[config.mk]
export PLATFORM = sky130hd
export DESIGN_NAME = serial_shift_unit
export DESIGN_NICKNAME = d
export VERILOG_FILES = /design/src/rtl/ssu_pkg.sv /design/src/rtl/ssu_ctrl.sv /design/src/rtl/ssu_datapath.sv /design/src/rtl/serial_shift_unit.sv
export SDC_FILE = /design/constraint.sdc
export NUM_CORES = 1
export LEC_CHECK = 0
export ABC_AREA = 1
export CORE_MARGIN = 2
export CORE_UTILIZATION = 47
export DETAILED_ROUTE_END_ITERATION = 10
export PLACE_DENSITY_LB_ADDON = 0.25
export SLEW_MARGIN = 10
export SYNTH_ARGS = -nofsm -noshare
export SYNTH_HDL_FRONTEND = slang
export SYNTH_SLANG_ARGS = --single-unit
[constraint.sdc]
create_clock -name clk -period 2 [get_ports clk]
set_input_delay 0.4 -clock clk [delete_from_list [all_inputs] [get_ports clk]]
set_output_delay 0.4 -clock clk [all_outputs]
set_load 0.1 [all_outputs]
[src/rtl/ssu_pkg.sv]
package ssu_pkg;
  localparam logic [1:0] SEL_DATA = 2'd0;
  localparam logic [1:0] SEL_BUF  = 2'd1;
  localparam logic [1:0] SEL_STAT = 2'd2;

  localparam logic [1:0] CS_SOFT     = 2'd0;
  localparam logic [1:0] CS_TIMER    = 2'd1;
  localparam logic [1:0] CS_EXT_RISE = 2'd2;
  localparam logic [1:0] CS_EXT_FALL = 2'd3;

  // strobes from control to datapath, one cycle each
  typedef struct packed {
    logic shiftEv;
    logic countEv;
    logic startSet;
    logic stopSet;
    logic latchOpen;
  } ssu_strobe_t;
endpackage

[src/rtl/ssu_ctrl.sv]
module ssu_ctrl
  import ssu_pkg::*;
(
  input  logic        clk,
  input  logic        rstN,
  input  logic [1:0]  clkSrc,
  input  logic        twoWire,
  input  logic        sclIn,
  input  logic        sdaIn,
  input  logic        swStrobe,
  input  logic        timerMatch,
  output ssu_strobe_t strb
);
  logic sclQ, sdaQ;
  logic extSrc, sclRise, sclFall, sclEdge, sampleEdge, internalEv;

  always_ff @(posedge clk) begin
    if (!rstN) begin
      sclQ <= 1'b0;
      sdaQ <= 1'b0;
    end else begin
      sclQ <= sclIn;
      sdaQ <= sdaIn;
    end
  end

  assign extSrc     = clkSrc[1];
  assign sclRise    = sclIn & ~sclQ;
  assign sclFall    = ~sclIn & sclQ;
  assign sclEdge    = sclRise | sclFall;
  assign sampleEdge = (clkSrc == CS_EXT_FALL) ? sclFall : sclRise;
  assign internalEv = ((clkSrc == CS_SOFT) & swStrobe) |
                      ((clkSrc == CS_TIMER) & timerMatch);

  always_comb begin
    strb.shiftEv  = extSrc ? sampleEdge : internalEv;
    strb.countEv  = extSrc ? sclEdge : internalEv;
    // bus conditions need SCL high on both sides of the SDA change
    strb.startSet = twoWire ? (sclIn & sclQ & sdaQ & ~sdaIn) : (extSrc & sclEdge);
    strb.stopSet  = twoWire & sclIn & sclQ & ~sdaQ & sdaIn;
    // open from the output edge until the sampling edge
    strb.latchOpen = ~extSrc | (sclQ == clkSrc[0]);
  end
endmodule

[src/rtl/ssu_datapath.sv]
module ssu_datapath
  import ssu_pkg::*;
#(
  parameter int DATA_W = 8,
  parameter int CNT_W  = 4
) (
  input  logic              clk,
  input  logic              rstN,
  input  ssu_strobe_t       strb,
  input  logic              dataWr,
  input  logic              statWr,
  input  logic [DATA_W-1:0] wrData,
  input  logic              serIn,
  input  logic              sdaIn,
  input  logic              twoWire,
  output logic [DATA_W-1:0] dataQ,
  output logic [DATA_W-1:0] bufQ,
  output logic [CNT_W-1:0]  cntQ,
  output logic              startFlag,
  output logic              ovfFlag,
  output logic              stopFlag,
  output logic              collision,
  output logic              serOut
);
  localparam int MSB       = DATA_W - 1;
  localparam int START_POS = DATA_W - 1;
  localparam int OVF_POS   = DATA_W - 2;
  localparam int STOP_POS  = DATA_W - 3;

  logic [DATA_W-1:0] shiftNext;
  logic wrap, holdQ;
  logic clrStart, clrOvf, clrStop;

  always_comb begin
    shiftNext = dataQ;
    if (dataWr)            shiftNext = wrData;
    else if (strb.shiftEv) shiftNext = {dataQ[MSB-1:0], serIn};
  end

  assign wrap     = strb.countEv & ~statWr & (&cntQ);
  assign clrStart = statWr & wrData[START_POS];
  assign clrOvf   = statWr & wrData[OVF_POS];
  assign clrStop  = statWr & wrData[STOP_POS];

  always_ff @(posedge clk) begin
    if (!rstN) begin
      dataQ     <= '0;
      bufQ      <= '0;
      cntQ      <= '0;
      startFlag <= 1'b0;
      ovfFlag   <= 1'b0;
      stopFlag  <= 1'b0;
      holdQ     <= 1'b0;
    end else begin
      dataQ <= shiftNext;
      if (wrap) bufQ <= shiftNext;
      if (statWr)            cntQ <= wrData[CNT_W-1:0];
      else if (strb.countEv) cntQ <= cntQ + 1'b1;
      startFlag <= strb.startSet | (startFlag & ~clrStart);
      ovfFlag   <= wrap          | (ovfFlag & ~clrOvf);
      stopFlag  <= strb.stopSet  | (stopFlag & ~clrStop);
      if (strb.latchOpen) holdQ <= dataQ[MSB];
    end
  end

  assign serOut    = strb.latchOpen ? dataQ[MSB] : holdQ;
  assign collision = twoWire & (serOut != sdaIn);
endmodule

[src/rtl/serial_shift_unit.sv]
module serial_shift_unit
  import ssu_pkg::*;
#(
  parameter int DATA_W = 8
) (
  input  logic              clk,
  input  logic              rstN,
  input  logic [1:0]        regSel,
  input  logic              wrEn,
  input  logic [DATA_W-1:0] wrData,
  output logic [DATA_W-1:0] rdData,
  input  logic              twoWire,
  input  logic [1:0]        clkSrc,
  input  logic              swStrobe,
  input  logic              timerMatch,
  input  logic              dataIn,
  input  logic              sdaIn,
  input  logic              sclIn,
  output logic              serOut
);
  localparam int CNT_W = $clog2(2 * DATA_W);

  ssu_strobe_t       strb;
  logic [DATA_W-1:0] dataQ, bufQ, statusWord;
  logic [CNT_W-1:0]  cntQ;
  logic startFlag, ovfFlag, stopFlag, collision;
  logic dataWr, statWr, serIn;

  assign dataWr = wrEn & (regSel == SEL_DATA);
  assign statWr = wrEn & (regSel == SEL_STAT);
  assign serIn  = twoWire ? sdaIn : dataIn;

  ssu_ctrl u_ctrl (
    .clk(clk), .rstN(rstN), .clkSrc(clkSrc), .twoWire(twoWire),
    .sclIn(sclIn), .sdaIn(sdaIn), .swStrobe(swStrobe),
    .timerMatch(timerMatch), .strb(strb)
  );

  ssu_datapath #(.DATA_W(DATA_W), .CNT_W(CNT_W)) u_dp (
    .clk(clk), .rstN(rstN), .strb(strb), .dataWr(dataWr), .statWr(statWr),
    .wrData(wrData), .serIn(serIn), .sdaIn(sdaIn), .twoWire(twoWire),
    .dataQ(dataQ), .bufQ(bufQ), .cntQ(cntQ), .startFlag(startFlag),
    .ovfFlag(ovfFlag), .stopFlag(stopFlag), .collision(collision),
    .serOut(serOut)
  );

  always_comb begin
    statusWord = '0;
    statusWord[DATA_W-1] = startFlag;
    statusWord[DATA_W-2] = ovfFlag;
    statusWord[DATA_W-3] = stopFlag;
    statusWord[DATA_W-4] = collision;
    statusWord[CNT_W-1:0] = cntQ;
  end

  always_comb begin
    case (regSel)
      SEL_DATA: rdData = dataQ;
      SEL_BUF:  rdData = bufQ;
      SEL_STAT: rdData = statusWord;
      default:  rdData = '0;
    endcase
  end
endmodule

==> impl_metrics.tcl <==
set metrics [dict create \
    synth_area_mm2 0.001518 \
    gp_congestion 0.8199 \
    syn_nets 252 \
    grt_pass1_vias 1600 \
    cp-start-kind "flop" \
    met1_length_um 1775 \
    overflow 0 \
    ir_drop_mv 0.4080 \
    grt_first_pass_wirelength_um 6975 \
    ant_nets 0 \
    grt_use_total_pct 25.35 \
    muxShareOfSynthArea_pct 0 \
    route.met2.wl_um 2025 \
    slew_headroom_pct 80.35 \
    max_freq_mhz 518.6 \
    setup_viol 0 \
    drt-total-wl_um 4148 \
    p_total_uw 1256 \
    cp-end-kind "primary output" \
    synth_top_family_by_area "simple AND/OR/NAND/NOR gates" \
    path_class "reg -> out" \
    setup_tns_ns 0 \
    viasPerCell 5.155 \
    synth_xor_area_share_pct 1.154 \
    antenna_cells 0 \
    min_period_over_period_pct 96.41 \
    die_x_um 60.83 \
    route.detailed.drc 0 \
    dieHeight_um 60.83 \
    power_density_mw_per_mm2 567.4 \
    clock_path_buffers 2 \
    critPathMostFrequentCell "nand2_2" \
    cts-root-buf "clkbuf_4" \
    yosysWarnings 0 \
    hpwl_um 3027 \
    synthCells 227 \
    syn_to_final_growth_pct 45.84 \
    min_period_ns 1.928 \
    min_path_type "reg -> reg" \
    port_buffers 29 \
    synth_compound_area_share_pct 15.00 \
    antenna_found_initial 0 \
    hp-start "u_ctrl.sdaQ$_SDFF_PN0_" \
    p_leak_uw 0.0009984 \
    pin_count 30 \
    synth_fa_ha_area_share_pct 3.298 \
    finalHoldViolations 0 \
    avgRoutedWirePerCell_um 12.84 \
    cp-startpoint "u_ctrl.sclQ$_SDFF_PN0_" \
    die-area_mm2 0.003700 \
    clock_sinks 26 \
    layout.cells.most_common "nand2_1" \
    seq_area_frac_synth_pct 34.30 \
    start_util_pct 49.71 \
    synth.distinct_cells 29 \
    slowest_stage "dfxtp_2" \
    syn_area_per_cell_um2 6.686 \
    synthSimpleGateAreaFrac_pct 33.31 \
    cts_htree_levels 1 \
    final.setup.worst_slack_ns 0.07182 \
    crit_arrival_ns 1.53 \
    coreArea_mm2 0.003053 \
    ys_ff_latch 26 \
    rows 20 \
    vias 1665 \
    r2r_slack_ns 0.30 \
    cp_max_fo 3 \
    drt_pass1_iterations 4 \
    cts_tree "done" \
    tightest_slew_ns 0.2945 \
    rr_startpoint "u_ctrl.sclQ$_SDFF_PN0_" \
    dr_wl_met3_um 276 \
    path_delay_family "flip-flops" \
    clkTransAtPathRegs_ns 0.15 \
    dr.first_iter.drc_count 84 \
    cap_violations 0 \
    grt_max_degree 16 \
    nNetsFinal 305 \
    clock_skew_ns 0.002281 \
    final_cell_mix "61 x nand2_1, 39 x inv_1, 26 x nand3_1, 25 x dfxtp_1, 22 x buf_4" \
    crit_buf_inv 3 \
    clkLatencyLatePin_ns 0.34 \
    drive_gt1_share_pct 24.37 \
    outcome "completed" \
    cp_slowest_stage_delay_ns 0.39 \
    slew_viol_final 0 \
    dp_slack_ns -0.2520 \
    crit_path_cell_trace "inv_2, nand2_2, nand3_4, o21ai_4, inv_2, nand2_2, nand3_2, nand2_2, buf_12" \
    top_layer "met4" \
    cts_buffers 3 \
    required_ns 1.60 \
]
==> sequential cells by signal, indices dropped and copies added (netlist names) <==
signal and cells:
u_ctrl.sdaQ 1, u_dp.stopFlag 1, u_dp.holdQ 1, u_dp.cntQ 4, u_dp.dataQ 8, u_dp.bufQ 8, u_ctrl.sclQ 1, u_dp.startFlag 1
u_dp.ovfFlag 1
==> power breakdown <==
group | switching, µW | internal, µW | total (µW)
combinational | 247 | 163 | 411
sequential | 14.7 | 546 | 560
clock | 173 | 112 | 285
==> path summary, 6_finish.rpt <==
check                                    to  cells after the start
hold reg to reg    u_dp.stopFlag$_SDFF_PN0_                      1
hold / removal     u_dp.stopFlag$_SDFF_PN0_                      1
setup / recovery                  rdData[4]                      9
setup reg to reg  u_dp.bufQ[1]$_SDFFE_PN0P_                      9
==> through the flow <==
step / hold WS, ns / cell area [µm²] / instances / utilization [%]
6_report: 0.4782 / 2213 / 323 / 72.50
5_1_grt: 0.4966 / 2213 / 323 / 72.50
3_5_place_dp: 0.4593 / 2102 / 317 / 68.85
2_1_floorplan: 0.4205 / 1535 / 227 / -
3_3_place_gp: 0.4509 / 2102 / 317 / 68.85
4_1_cts: 0.4776 / 2197 / 322 / 71.97
==> repair_timing <==
action                     CTS  global route
setup endpoints to repair    9             5
buffers inserted             1             1
resized for setup           20             5
pin swaps                    5             4
hold buffers                 0             0
==> cell families (layout without fill, tap and decap cells) <==
group	Yosys count	count (layout)
flip-flops	26	26
AO/OA/AOI/OAI	36	36
adder cells (fa/ha/maj)	4	4
buffers and inverters	50	102
XOR/XNOR	2	2
AND/OR/NAND/NOR	109	109
==> final cells by class <==
| type | count | area (µm²) |
|---|---|---|
| Multi-Input combinational cell | 151 | 885.9 |
| Inverter | 47 | 177.7 |
| Sequential cell | 26 | 521.8 |
| Tap cell | 44 | 55.05 |
| Timing Repair Buffer | 51 | 536.8 |
| Fill cell | 270 | 839.6 |
| Clock buffer | 4 | 36.28 |
==> routing by layer <==
metal	vias up	GRT usage, %
met5	-	0
met4	0	8.696
met3	9	2.985
met2	66	43.01
met1	752	33.38
li1	838	-
==> synth_stat cells <==
library cell	n	area [µm²]
a21oi_1	21	105.1
a21oi_4	1	16.27
a31oi_1	1	6.260
a41oi_1	1	8.760
buf_6	1	11.26
clkbuf_1	2	7.510
clkinv_2	1	5.000
dfxtp_1	26	520.5
ha_1	4	50.05
inv_1	43	161.4
inv_2	3	11.26
nand2_1	65	244.0
nand2_2	2	12.51
nand2_4	1	11.26
nand3_1	28	140.1
nand3_2	1	10.01
nand3_4	1	17.52
nand4_1	1	6.260
nand4_4	1	21.27
nor2_1	7	26.28
nor2_4	1	11.26
nor3_1	1	5.000
o21ai_0	2	10.01
o21ai_1	1	5.000
o221ai_1	7	61.31
o22ai_1	1	6.260
o41ai_1	1	8.760
xnor2_1	1	8.760
xor2_1	1	8.760
(Power assumes the default switching activity.)
